### src/rtl/wdog_pkg.sv
package wdog_pkg;

  localparam int unsigned TSEL_W = 4;
  localparam int unsigned DSEL_W = 2;
  localparam int unsigned DLY_W  = 11;

  typedef enum logic [1:0] {
    SEQ_IDLE  = 2'd0,
    SEQ_GRACE = 2'd1,
    SEQ_PULSE = 2'd2
  } seq_state_t;

  // Exponent of the time-out period for a select code, capped at the counter width.
  function automatic int unsigned interval_exp(input logic [TSEL_W-1:0] code,
                                               input int unsigned cnt_w);
    int unsigned e;
    if (code > 4'd8) e = cnt_w;
    else             e = 32'd4 + 32'd2 * 32'(code);
    if (e > cnt_w)   e = cnt_w;
    return e;
  endfunction

  // Grace delay length for a select code.
  function automatic logic [DLY_W-1:0] grace_cycles(input logic [DSEL_W-1:0] code);
    logic [DLY_W-1:0] len;
    case (code)
      2'b00:   len = 11'd1026;
      2'b01:   len = 11'd130;
      2'b10:   len = 11'd18;
      default: len = 11'd3;
    endcase
    return len;
  endfunction

endpackage

### src/rtl/wdog_interval_ctr.sv
module wdog_interval_ctr
  import wdog_pkg::*;
#(
  parameter int unsigned CNT_W = 20
) (
  input  logic                clk,
  input  logic                rst_n,
  input  logic                run,
  input  logic                restart,
  input  logic [TSEL_W-1:0]   tsel,
  output logic [CNT_W-1:0]    cnt,
  output logic                tout_evt
);

  logic [CNT_W-1:0] term;
  int unsigned      exp_w;

  always_comb begin
    exp_w = interval_exp(tsel, CNT_W);
    term  = '0;
    for (int i = 0; i < int'(CNT_W); i++) begin
      term[i] = (32'(i) < exp_w);
    end
  end

  assign tout_evt = run && !restart && (cnt == term);

  always_ff @(posedge clk or negedge rst_n) begin
    if (!rst_n) begin
      cnt <= '0;
    end else if (!run || restart || tout_evt) begin
      cnt <= '0;
    end else begin
      cnt <= cnt + 1'b1;
    end
  end

endmodule

### src/rtl/wdog_reset_seq.sv
module wdog_reset_seq
  import wdog_pkg::*;
#(
  parameter int unsigned PULSE_LEN = 63,
  localparam int unsigned PLS_W = (PULSE_LEN > 1) ? $clog2(PULSE_LEN) : 1
) (
  input  logic               clk,
  input  logic               rst_n,
  input  logic               arm,
  input  logic               cancel,
  input  logic [DSEL_W-1:0]  dsel,
  output logic               grace_busy,
  output logic               pulse_start,
  output logic               sys_rst
);

  seq_state_t       state;
  logic [DLY_W-1:0] dly_cnt;
  logic [DLY_W-1:0] dly_len;
  logic [PLS_W-1:0] pls_cnt;
  logic             pulse_last;

  assign grace_busy  = (state == SEQ_GRACE);
  assign pulse_start = grace_busy && !cancel && (dly_cnt == dly_len - 1'b1);
  assign pulse_last  = (state == SEQ_PULSE) && (pls_cnt == PLS_W'(PULSE_LEN - 1));
  assign sys_rst     = (state == SEQ_PULSE);

  always_ff @(posedge clk or negedge rst_n) begin
    if (!rst_n) begin
      state   <= SEQ_IDLE;
      dly_cnt <= '0;
      dly_len <= '0;
      pls_cnt <= '0;
    end else begin
      case (state)
        SEQ_IDLE: begin
          if (arm) begin
            state   <= SEQ_GRACE;
            dly_cnt <= '0;
            dly_len <= grace_cycles(dsel);
          end
        end
        SEQ_GRACE: begin
          if (cancel) begin
            state <= SEQ_IDLE;
          end else if (pulse_start) begin
            state   <= SEQ_PULSE;
            pls_cnt <= '0;
          end else begin
            dly_cnt <= dly_cnt + 1'b1;
          end
        end
        SEQ_PULSE: begin
          if (pulse_last) state <= SEQ_IDLE;
          else            pls_cnt <= pls_cnt + 1'b1;
        end
        default: state <= SEQ_IDLE;
      endcase
    end
  end

endmodule

### src/rtl/wdog_flag_bank.sv
module wdog_flag_bank #(
  parameter int unsigned N = 3
) (
  input  logic         clk,
  input  logic         rst_n,
  input  logic [N-1:0] set,
  input  logic [N-1:0] clr,
  output logic [N-1:0] flags
);

  for (genvar gi = 0; gi < N; gi++) begin : g_flag
    always_ff @(posedge clk or negedge rst_n) begin
      if (!rst_n) flags[gi] <= 1'b0;
      else        flags[gi] <= set[gi] | (flags[gi] & ~clr[gi]);
    end
  end

endmodule

### src/rtl/wdog_two_stage.sv
module wdog_two_stage
  import wdog_pkg::*;
#(
  parameter int unsigned CNT_W     = 20,
  parameter int unsigned PULSE_LEN = 63
) (
  input  logic              clk,
  input  logic              rst_n,
  input  logic              cfg_force_en,
  input  logic              src_is_slow,
  input  logic              ctl_en,
  input  logic [3:0]        ctl_tsel,
  input  logic [1:0]        ctl_dsel,
  input  logic              ctl_irq_en,
  input  logic              ctl_rst_en,
  input  logic              ctl_wake_en,
  input  logic              restart,
  input  logic              clr_irq,
  input  logic              clr_rst,
  input  logic              clr_wake,
  output logic              irq,
  output logic              wake_req,
  output logic              sys_rst,
  output logic              irq_flag,
  output logic              rst_flag,
  output logic              wake_flag
);

  localparam int unsigned FLAG_N = 3;
  localparam int unsigned F_IRQ  = 0;
  localparam int unsigned F_RST  = 1;
  localparam int unsigned F_WAKE = 2;

  logic             cap_done;
  logic             force_q;
  logic             run;
  logic [CNT_W-1:0] cnt_q;
  logic             tout_evt;
  logic             grace_busy;
  logic             pulse_start;
  logic [FLAG_N-1:0] flag_set;
  logic [FLAG_N-1:0] flag_clr;
  logic [FLAG_N-1:0] flag_q;

  // One-time capture of the forced-enable configuration after reset release.
  always_ff @(posedge clk or negedge rst_n) begin
    if (!rst_n) begin
      cap_done <= 1'b0;
      force_q  <= 1'b0;
    end else if (!cap_done) begin
      cap_done <= 1'b1;
      force_q  <= cfg_force_en;
    end
  end

  assign run = cap_done && (ctl_en || force_q);

  wdog_interval_ctr #(.CNT_W(CNT_W)) u_ctr (
    .clk      (clk),
    .rst_n    (rst_n),
    .run      (run),
    .restart  (restart),
    .tsel     (ctl_tsel),
    .cnt      (cnt_q),
    .tout_evt (tout_evt)
  );

  wdog_reset_seq #(.PULSE_LEN(PULSE_LEN)) u_seq (
    .clk         (clk),
    .rst_n       (rst_n),
    .arm         (tout_evt && ctl_rst_en),
    .cancel      (restart || !run),
    .dsel        (ctl_dsel),
    .grace_busy  (grace_busy),
    .pulse_start (pulse_start),
    .sys_rst     (sys_rst)
  );

  always_comb begin
    flag_set         = '0;
    flag_set[F_IRQ]  = tout_evt;
    flag_set[F_RST]  = pulse_start;
    flag_set[F_WAKE] = tout_evt && ctl_wake_en && src_is_slow;
    flag_clr         = '0;
    flag_clr[F_IRQ]  = clr_irq;
    flag_clr[F_RST]  = clr_rst;
    flag_clr[F_WAKE] = clr_wake;
  end

  wdog_flag_bank #(.N(FLAG_N)) u_flags (
    .clk   (clk),
    .rst_n (rst_n),
    .set   (flag_set),
    .clr   (flag_clr),
    .flags (flag_q)
  );

  assign irq_flag  = flag_q[F_IRQ];
  assign rst_flag  = flag_q[F_RST];
  assign wake_flag = flag_q[F_WAKE];
  assign irq       = irq_flag && ctl_irq_en;
  assign wake_req  = wake_flag;

endmodule

### config.mk
export PLATFORM = sky130hd
export DESIGN_NAME = wdog_two_stage
export DESIGN_NICKNAME = d
export VERILOG_FILES = /design/src/rtl/wdog_pkg.sv /design/src/rtl/wdog_interval_ctr.sv /design/src/rtl/wdog_reset_seq.sv /design/src/rtl/wdog_flag_bank.sv /design/src/rtl/wdog_two_stage.sv
export SDC_FILE = /design/constraint.sdc
export NUM_CORES = 1
export LEC_CHECK = 0
export ABC_AREA = 1
export BUFFER_PORTS_ARGS = -buffer_cell sky130_fd_sc_hd__buf_2
export CAP_MARGIN = 15
export CORE_MARGIN = 2
export CORE_UTILIZATION = 35
export CTS_CLUSTER_SIZE = 10
export DETAILED_ROUTE_END_ITERATION = 8
export SYNTH_ARGS = -nofsm -noshare
export SYNTH_HDL_FRONTEND = slang
export SYNTH_SLANG_ARGS = --single-unit
### constraint.sdc
create_clock -name clk -period 5.6 [get_ports clk]
set_input_delay 1.12 -clock clk [delete_from_list [all_inputs] [get_ports clk]]
set_output_delay 1.12 -clock clk [all_outputs]
set_load 0.1 [all_outputs]
# Word level (Yosys, flattened, before mapping)
# Cells that the tools add are included.
dict set report op_classes {
  n_addsub 5
  magnitude_cmp 22
  n_eq_ne 14
  n_mux 17
  n_bitwise 9
  n_reduce_logical 24
}
# op count
set op_table {}
lappend op_table {{4-bit by 32-bit < comparator with 1-bit output (first input constant)} 8}
lappend op_table {{3-bit by 32-bit < comparator with 1-bit output (first input constant)} 4}
lappend op_table {{5-bit by 32-bit < comparator with 1-bit output (first input constant)} 4}
lappend op_table {{1-bit by 32-bit < comparator with 1-bit output (first input constant)} 2}
lappend op_table {{2-bit by 32-bit < comparator with 1-bit output (first input constant)} 2}
lappend op_table {{32-bit two-way mux} 2}
lappend op_table {{11-bit two-way mux} 3}
lappend op_table {{11-bit one-hot mux with 3 select lines} 1}
lappend op_table {{32-bit by 5-bit > comparator with 1-bit output (second input constant)} 1}
lappend op_table {{11-bit one-hot mux with 2 select lines} 1}
lappend op_table {{20-bit by 1-bit adder with 20-bit output (second input constant)} 1}
lappend op_table {{20-bit == test} 1}
lappend op_table {{20-bit two-way mux} 1}
lappend op_table {{6-bit two-way mux} 3}
lappend op_table {{6-bit one-hot mux with 2 select lines} 1}
lappend op_table {{11-bit by 1-bit adder with 11-bit output (second input constant)} 1}
lappend op_table {{11-bit == test} 1}
lappend op_table {{11-bit by 1-bit subtractor with 11-bit output (second input constant)} 1}
lappend op_table {{1-bit logical AND} 10}
lappend op_table {{2-bit two-way mux} 4}
lappend op_table {{2-bit != test (second input constant)} 4}
lappend op_table {{4-bit AND reduction} 2}
lappend op_table {{3-bit by 5-bit adder with 6-bit output (first input constant)} 1}
lappend op_table {{6-bit by 1-bit adder with 6-bit output (second input constant)} 1}
lappend op_table {{other kinds (16)} 31}
dict set report totals {
  regBits 55
  elab_cells 101
}

# Longest topological paths before layout
# Gate-level depths: netlist of the first run.
dict set report logic_depth {
  word_depth 10
  mapped_depth 16
}

# Hierarchy
# From an unflattened synthesis of the first run, not the netlist that was laid out.
dict set report unflattened {
  cells_unflattened 472
  area_unflattened_um2 3374.5
}
# module n_inst cells_each area_each_um2 seq_area_each_um2
set by_module_without_submodules {}
lappend by_module_without_submodules {wdog_reset_seq 1 258 1729.2 600.6}
lappend by_module_without_submodules {wdog_interval_ctr 1 181 1405.1 500.5}
lappend by_module_without_submodules {wdog_flag_bank 1 15 120.1 75.1}
lappend by_module_without_submodules {wdog_two_stage 1 18 120.1 50.0}

# Worst setup path before layout of the first run
# OpenSTA, ideal clock, no wires.
dict set report synth_timing {
  kind {reg2out}
  from {reg u_seq.state[0]}
  to {out sys_rst}
  t_arrival_ps 1800
  slack_ps 2680
  path_stages_with_launch 2
  n_path_buf 0
  cell_sequence {dfrtp_1 nor2_1}
}
dict set report synth_between {
  elab_chain_cells 1
}
# element line
set synth_lines {}
lappend synth_lines {{start: declaration} wdog_reset_seq.sv:17} ;# seq_state_t state;
lappend synth_lines {{start signal: assignment} wdog_reset_seq.sv:30} ;# state <= SEQ_IDLE;
lappend synth_lines {{start signal: assignment} wdog_reset_seq.sv:38} ;# state <= SEQ_GRACE;
lappend synth_lines {{start signal: assignment} wdog_reset_seq.sv:45} ;# state <= SEQ_IDLE;
lappend synth_lines {{2-bit == test} wdog_reset_seq.sv:26} ;# assign sys_rst = (state == SEQ_PULSE);
lappend synth_lines {{end: declaration} wdog_two_stage.sv:23} ;# output logic sys_rst,
# No other way between the ends.

# Final worst setup path of the first run
dict set report layout_timing {
  from {in ctl_tsel[1]}
  to {reg u_ctr.cnt[19]}
}
dict set report layout_between {
  elab_chain_cells 9
  elab_cells_between_ends 29
}
# element line
set layout_lines {}
lappend layout_lines {{start: declaration} wdog_two_stage.sv:12} ;# input logic [3:0] ctl_tsel,
lappend layout_lines {{3-bit by 5-bit adder with 6-bit output / 4-bit > comparator (equally long branches)} {wdog_pkg.sv:18, wdog_pkg.sv:17}}
lappend layout_lines {{32-bit two-way mux *} wdog_pkg.sv:17} ;# if (code > 4'd8) e = cnt_w;
lappend layout_lines {{32-bit by 5-bit > comparator with 1-bit output} wdog_pkg.sv:19} ;# if (e > cnt_w) e = cnt_w;
lappend layout_lines {{32-bit two-way mux *} wdog_pkg.sv:19}
lappend layout_lines {{1-bit by 32-bit < comparator with 1-bit output (tied with other cells)} wdog_interval_ctr.sv:22} ;# term[i] = (32'(i) < exp_w);
lappend layout_lines {{20-bit == test *} wdog_interval_ctr.sv:26} ;# assign tout_evt = run && !restart && (cnt == term);
lappend layout_lines {{1-bit logical AND *} wdog_interval_ctr.sv:26}
lappend layout_lines {{1-bit logical OR *} wdog_interval_ctr.sv:31} ;# end else if (!run || restart || tout_evt) begin
lappend layout_lines {{20-bit two-way mux *} wdog_interval_ctr.sv:31}
lappend layout_lines {{end signal: assignment} wdog_interval_ctr.sv:34} ;# cnt <= cnt + 1'b1;
lappend layout_lines {{end: declaration} wdog_interval_ctr.sv:11} ;# output logic [CNT_W-1:0] cnt,
# Mark *: on every way between the ends. The rest lies on a longest branch, timed or not.
# A chain may end at the register's enable or synchronous reset.

==> results of run 1 <==
through the flow:
step / setup WS (ns) / power, mW / utilization / instance area [um^2] / std cells
finish: 2.541 / 0.6724 / 0.3902 / 3369 / 534
global route: 2.303 / 0.7107 / 0.3902 / 3369 / 534
floorplan: 2.680 / 0.4419 / - / 3078 / 400
detailed placement: 2.194 / 0.4695 / 0.3805 / 3286 / 526
global placement: 2.263 / 0.4673 / 0.3805 / 3286 / 526
CTS: 2.519 / 0.6811 / 0.3902 / 3369 / 534
power groups by stage:
stage / combinational (mW) / clock [mW] / sequential, mW
global placement: 0.0749 / 0 / 0.392
floorplan: 0.0533 / 0 / 0.389
finish: 0.0763 / 0.210 / 0.387
detailed placement: 0.0768 / 0 / 0.393
CTS: 0.0774 / 0.218 / 0.386
global route: 0.0893 / 0.232 / 0.389
layer usage:
layer	global-route usage	vias up	part of all wire
li1	-	1342	-
met1	0.1784	1171	0.49
met2	0.2249	20	0.48
met3	0.02362	7	0.022
met4	0.04167	0	0.014
met5	0	-	0
logic make-up after synthesis:
kind of cell | count (synthesis)
other | 1
AOI/OAI and AO/OA | 31
buffers and inverters | 56
and+or+nand+nor | 233
DFF | 49
xor gates and xnor gates | 23
adders and majority gates | 7
worst max-delay path: cells and delay by family:
family,cells,cell delay [ns]
and+or+nand+nor,7,1.21
buffers and inverters,3,0.37
adders and majority gates,1,0.33
AOI/OAI and AO/OA,1,0.19
final timing paths:
check	from	to	depth (start not counted)
min in group asynchronous	rst_n	u_ctr.cnt[2]$_DFF_PN0_	2
max in group asynchronous	rst_n	u_seq.dly_cnt[6]$_DFFE_PN0P_	2
worst min register to register	force_q$_DFFE_PN0N_	force_q$_DFFE_PN0N_	2
worst min-delay path	force_q$_DFFE_PN0N_	force_q$_DFFE_PN0N_	2
worst max-delay path	ctl_tsel[1]	u_ctr.cnt[19]$_DFF_PN0_	12
worst max register to register	u_seq.dly_len[0]$_DFFE_PN0P_	u_seq.dly_cnt[7]$_DFFE_PN0P_	10
registers in the layout, summed over array words and instances, names as in the netlist:
register,flops
u_ctr.cnt,20
u_seq.dly_cnt,11
u_flags.flags,3
u_seq.pls_cnt,6
u_seq.state,2
u_seq.dly_len,5
cap_done,1
force_q,1
final cells by class:
class / count / area, um^2 / share of cell area
clock inverter: 1 / 7.507 / 0.002228
multi-input combinational: 295 / 1614 / 0.4790
inverter: 50 / 187.7 / 0.05570
tap: 108 / 135.1 / 0.04010
sequential: 49 / 1226 / 0.3639
clock buffer: 7 / 76.32 / 0.02265
timing repair buffer: 24 / 122.6 / 0.03639
placed cells by master, fill, tap and decap left out, types with 8 or more instances in the layout:
| cell type | instances |
|---|---|
| sky130_fd_sc_hd__buf_2 | 23 |
| sky130_fd_sc_hd__dfrtp_1 | 49 |
| sky130_fd_sc_hd__inv_1 | 48 |
| sky130_fd_sc_hd__nand2_1 | 92 |
| sky130_fd_sc_hd__nand3_1 | 33 |
| sky130_fd_sc_hd__nand4_1 | 15 |
| sky130_fd_sc_hd__nor2_1 | 42 |
| sky130_fd_sc_hd__nor2_2 | 9 |
| sky130_fd_sc_hd__nor3_1 | 12 |
| sky130_fd_sc_hd__o21ai_0 | 8 |
| sky130_fd_sc_hd__xnor2_1 | 8 |
| sky130_fd_sc_hd__xor2_1 | 15 |
==> impl_metrics.json, run 1 <==
{
  "clk_pin_slew_ns": 0.09,
  "totalNegativeSetupSlack_ns": 0,
  "fp.dieArea_um2": 9560,
  "floorplan.initialDensity": 0.3564,
  "numClockSinks": 49,
  "max_freq_mhz": 326.9,
  "power_per_cell_area_nw_per_um2": 199.6,
  "drv_cap": 0,
  "synth.largest_area_cell": "sky130_fd_sc_hd__dfrtp_1",
  "drt_iter0_drc": 108,
  "yosys-mux-area-fraction": 0,
  "antenna-diode-count": 0,
  "vias_per_cell": 4.757,
  "largest_net_degree_at_the_start_of_global_routing": 50,
  "relSlewSlack": 0.5518,
  "cts.hold.buffers_added": 0,
  "mean_instance_size_in_the_synthesized_netlist_um2": 7.695,
  "rsz0062_at_grt": "false",
  "ys.warnings.count": 0,
  "synth-seq-cells": 49,
  "synth_most_common_cell": "sky130_fd_sc_hd__nand2_1",
  "ir_drop_mv": 0.1064,
  "syn-num-nets": 425,
  "power.switching_fraction": 0.2789,
  "synth-adder-area-share": 0.02846,
  "synth_simple_gate_area_share": 0.3659,
  "syn-cell-area_um2": 3078,
  "timing.critical_path.slowest_stage_cell": "sky130_fd_sc_hd__nand2_1",
  "crit_path_max_fanout": 20,
  "first_global_vias": 2430,
  "post-dp-hpwl_mm": 4.404,
  "cts_buffer_depth": 2,
  "worst_clk_skew_ns": 0.007147,
  "synth-seq-area-share": 0.3984,
  "async_set_or_reset_flop_fraction_in_the_synthesized_netlist": 1.000,
  "route.detailed.drc": 0,
  "grt_overflow": 0,
  "p_int_mw": 0.4849,
  "grt_first_pass_wirelength_mm": 10.84,
  "drtPass1Iterations": 4,
  "globalRouteTotalUtil": 0.1344,
  "final_period_minus_worst_setup_slack_ns": 3.059,
  "tritoncts": "built",
  "synth_xor_area_frac": 0.06545,
  "cp_data_required_time_ns": 5.77,
  "number_of_flops_mapped_to_enable_cells_by_yosys": 0,
  "numnets_final": 450,
  "worstMarginPinSlew_ns": 0.6706,
  "cts_made_buffers": 5,
  "place.port_buffers": 23,
  "path_cells": "buf_2 -> ha_1 -> inv_1 -> nand4_1 -> o21ai_0 -> nand3_1 -> nor2_1 -> nand3_1 -> nor2_2 -> inv_1 -> nand2_1 -> nor2_1",
  "start_kind": "input pin",
  "ys_dominant_reg_cell": "sky130_fd_sc_hd__dfrtp_1",
  "cts_setup_buffers": 0,
  "layout-area-overhead-vs-synth_pct": 9.471,
  "r2r_slack_ns": 2.94,
  "maxSlewViolCount": 0,
  "crit_path_class": "input pin to flop",
  "worstPathArrival_ns": 3.23,
  "clock_latency_ns": 0.30,
  "fp-row-count": 34,
  "wl_per_cell_um": 11.20,
  "synth_top_cell_area_share": 0.3984,
  "crit_path_end_kind": "flop",
  "p_seq_frac": 0.575,
  "p_comb_frac": 0.113,
  "synthTopCellsByCount": "sky130_fd_sc_hd__nand2_1 (92), sky130_fd_sc_hd__dfrtp_1 (49), sky130_fd_sc_hd__inv_1 (48)",
  "share_of_post_route_cells_with_drive_strength_above_1": 0.1643,
  "yosysUniqueCellTypes": 32,
  "synth_top_family_by_area": "simple AND/OR/NAND/NOR gates",
  "fillCellCount": 892,
  "setup-violations-final": 0,
  "min-delay-path-class": "flop to flop",
  "cp_slowest_stage_delay_ns": 0.51,
  "power.leakage_nw": 1.587,
  "htreeDepth": 2,
  "clockPowerShare": 0.312,
  "ios": 24,
  "die_height_um": 97.78,
  "route.final.wire_length_mm": 5.979,
  "power.switching_mw": 0.1876,
  "ant_nets": 0,
  "hold_violations": 0,
  "gp_routability_congestion": 0.7975,
  "hold_slack_ns": 0.4795,
  "grt_antenna_before_repair": 0,
  "chipWidth_um": 97.78,
  "compound_gate_portion_of_the_synthesized_area": 0.06341,
  "route.vias.total": 2540,
  "status": "complete, no violations",
  "post_synth_inst_count": 400,
  "core-area_um2": 8636,
  "cts_resized": 0,
  "final_cycle_utilization_of_the_critical_path": 0.5463,
  "netlist_top_cells_area": "sky130_fd_sc_hd__dfrtp_1 (40%), sky130_fd_sc_hd__nand2_1 (11%), sky130_fd_sc_hd__inv_1 (5.9%), sky130_fd_sc_hd__nand3_1 (5.4%), sky130_fd_sc_hd__nor2_1 (5.1%)",
  "ctsRootBufferMaster": "sky130_fd_sc_hd__clkbuf_8"
}
Note: power is estimated with default switching activity, not from simulation.
==> inputs of run 2 (changes only) <==
clock period = 2.59 ns   (was 5.6 ns; I/O delays follow)
==> impl_metrics.json, run 2 (synthesis gave the netlist of run 1 again) <==
{
  "ctsRootBufferMaster": "sky130_fd_sc_hd__clkbuf_8",
  "core-area_um2": 8636,
  "clk_pin_slew_ns": 0.09,
  "multi_input_area_um2": 1614,
  "setup-violations-final": 0,
  "layout_common_cells": "sky130_fd_sc_hd__nand2_1 (92), sky130_fd_sc_hd__inv_1 (48), sky130_fd_sc_hd__dfrtp_1 (48)",
  "cts_made_buffers": 5,
  "reg2regPathDepth": 11,
  "route.vias.total": 2600,
  "layout_commonest_cell": "sky130_fd_sc_hd__nand2_1",
  "path_cells": "inv_1 -> ha_1 -> ha_1 -> xnor2_1 -> nor4_1 -> nand4_1 -> nand2_1 -> buf_4 -> nand2_4 -> nand2_1 -> nand2_1",
  "ant_nets": 0,
  "numClockSinks": 49,
  "grt_use_met1": 0.1730,
  "numnets_final": 456,
  "start_kind": "flop",
  "worstPathArrival_ns": 2.55,
  "cp_data_required_time_ns": 2.79,
  "grt_antenna_before_repair": 0,
  "route.final.wire_length_mm": 6.246,
  "r2r_slack_ns": 0.24,
  "fillCellCount": 930,
  "first_global_vias": 2503,
  "htreeDepth": 2,
  "gp_routability_congestion": 0.9036,
  "largest_reg_flops": 20,
  "largest_register": "u_ctr.cnt",
  "crit_path_class": "flop to flop",
  "hold_slack_ns": 0.3151,
  "crit_path_frequent_cell": "sky130_fd_sc_hd__nand2_1",
  "power_per_cell_area_nw_per_um2": 421.7,
  "worst_clk_skew_ns": 0.004776,
  "rsz0062_at_grt": "false",
  "tritoncts": "built",
  "report.power.total_mw": 1.449,
  "finish.utilization": 0.3980,
  "ios": 24,
  "cp_slowest_stage_delay_ns": 0.41,
  "timing.critical_path.slowest_stage_cell": "sky130_fd_sc_hd__dfrtp_2",
  "drt_iter0_drc": 96,
  "fp-row-count": 34,
  "ff_latch_area_um2": 1227,
  "relSlewSlack": 0.4389,
  "r2r_start": "u_seq.dly_len[0]$_DFFE_PN0P_",
  "final_period_minus_worst_setup_slack_ns": 2.355,
  "layout-area-overhead-vs-synth_pct": 11.67,
  "globalRouteTotalUtil": 0.1353,
  "grt.busiest_layer": "met2",
  "hold_violations": 0,
  "place.port_buffers": 23,
  "status": "complete, no violations",
  "final_cycle_utilization_of_the_critical_path": 0.9091,
  "share_of_post_route_cells_with_drive_strength_above_1": 0.1759,
  "largest_net_degree_at_the_start_of_global_routing": 38,
  "die_height_um": 97.78,
  "antenna-diode-count": 0,
  "worstMarginPinSlew_ns": 0.8416,
  "min-delay-path-class": "input pin to async pin",
  "drtPass1Iterations": 4,
  "chipWidth_um": 97.78,
  "drv_cap": 0,
  "crit_path_end_kind": "flop",
  "regToRegEndpoint": "u_seq.dly_cnt[3]$_DFFE_PN0P_",
  "cts.hold.buffers_added": 0,
  "wl_per_cell_um": 11.57,
  "grt_overflow": 0,
  "floorplan.initialDensity": 0.3564,
  "power.leakage_nw": 1.624,
  "crit_path_max_fanout": 13,
  "post-dp-hpwl_mm": 4.687,
  "vias_per_cell": 4.815,
  "route.detailed.drc": 0,
  "global_route.usage.met2": 0.2382,
  "layout_top_registers": "u_ctr.cnt x20, u_seq.dly_cnt x11, u_seq.pls_cnt x6",
  "fp.dieArea_um2": 9560,
  "max_freq_mhz": 424.7,
  "clock_latency_ns": 0.30,
  "cts_buffer_depth": 2,
  "ir_drop_mv": 0.1931,
  "maxSlewViolCount": 0,
  "totalNegativeSetupSlack_ns": 0,
  "grt.met3_usage": 0.02649,
  "grt_first_pass_wirelength_mm": 10.90
}
-- run 2: changes by cell type in the layout (fill, tap and decap cells not counted), sizes merged --
| cell | before | now |
|---|---|---|
| clkbuf | 7 | 8 |
| clkinvlp | 1 | 0 |
| buf | 24 | 30 |
-- run 2: final cells by class --
cell class              count  area share
multi-input cells         295      0.4696
flip-flops and latches     49      0.3571
repair buffers             30     0.05606
clock buffers               8     0.02330
inverters                  50     0.05460
well taps                 108     0.03932
-- run 2: what timing repair did --
item / in CTS / in global routing
gates resized for setup: 0 / 1
setup endpoints to repair: 0 / 11
buffers inserted: 0 / 1
-- run 2: worst max-delay path by stage --
| stage | startpoint | end | cells after the start |
|---|---|---|---|
| after floorplan | u_seq.state[0]$_DFFE_PN0P_ | u_seq.pls_cnt[1]$_DFFE_PN0P_ | 5 |
| after global placement | ctl_tsel[1] | u_seq.dly_cnt[10]$_DFFE_PN0P_ | 14 |
| after detailed placement | ctl_tsel[1] | u_seq.dly_cnt[3]$_DFFE_PN0P_ | 14 |
| after CTS | u_seq.dly_len[0]$_DFFE_PN0P_ | u_seq.dly_cnt[5]$_DFFE_PN0P_ | 11 |
| after global routing | u_seq.dly_len[0]$_DFFE_PN0P_ | u_seq.dly_cnt[7]$_DFFE_PN0P_ | 11 |
| final | u_seq.dly_len[0]$_DFFE_PN0P_ | u_seq.dly_cnt[3]$_DFFE_PN0P_ | 11 |
-- run 2: power by group --
part / switching [mW] / internal, mW
combinational: 0.104 / 0.0659
sequential: 0.0381 / 0.796
clock: 0.252 / 0.193
-- run 2: critical path: cells and delay by family, from the launching register on --
family                   cells  cell delay, ns
flip-flops                   1            0.41
adder cells (fa/ha/maj)      2            0.55
buffers and inverters        2            0.26
AND/OR/NAND/NOR              6            0.90
XOR/XNOR                     1            0.13
-- run 2: routing by layer --
| metal | share of wire | up-vias |
|---|---|---|
| met5 | 0 | - |
| met3 | 0.030 | 4 |
| met2 | 0.49 | 27 |
| met4 | 0.0072 | 0 |
| met1 | 0.48 | 1210 |
| li1 | - | 1359 |
-- run 2: per-stage QoR --
step                      std cells  area (um^2)  worst slack, ns
after detailed placement        531         3348          0.02855
after global placement          531         3348          0.08772
final                           540         3437           0.2354
after CTS                       539         3428           0.1679
after floorplan                 400         3078          0.06946
after global routing            540         3437          0.01126
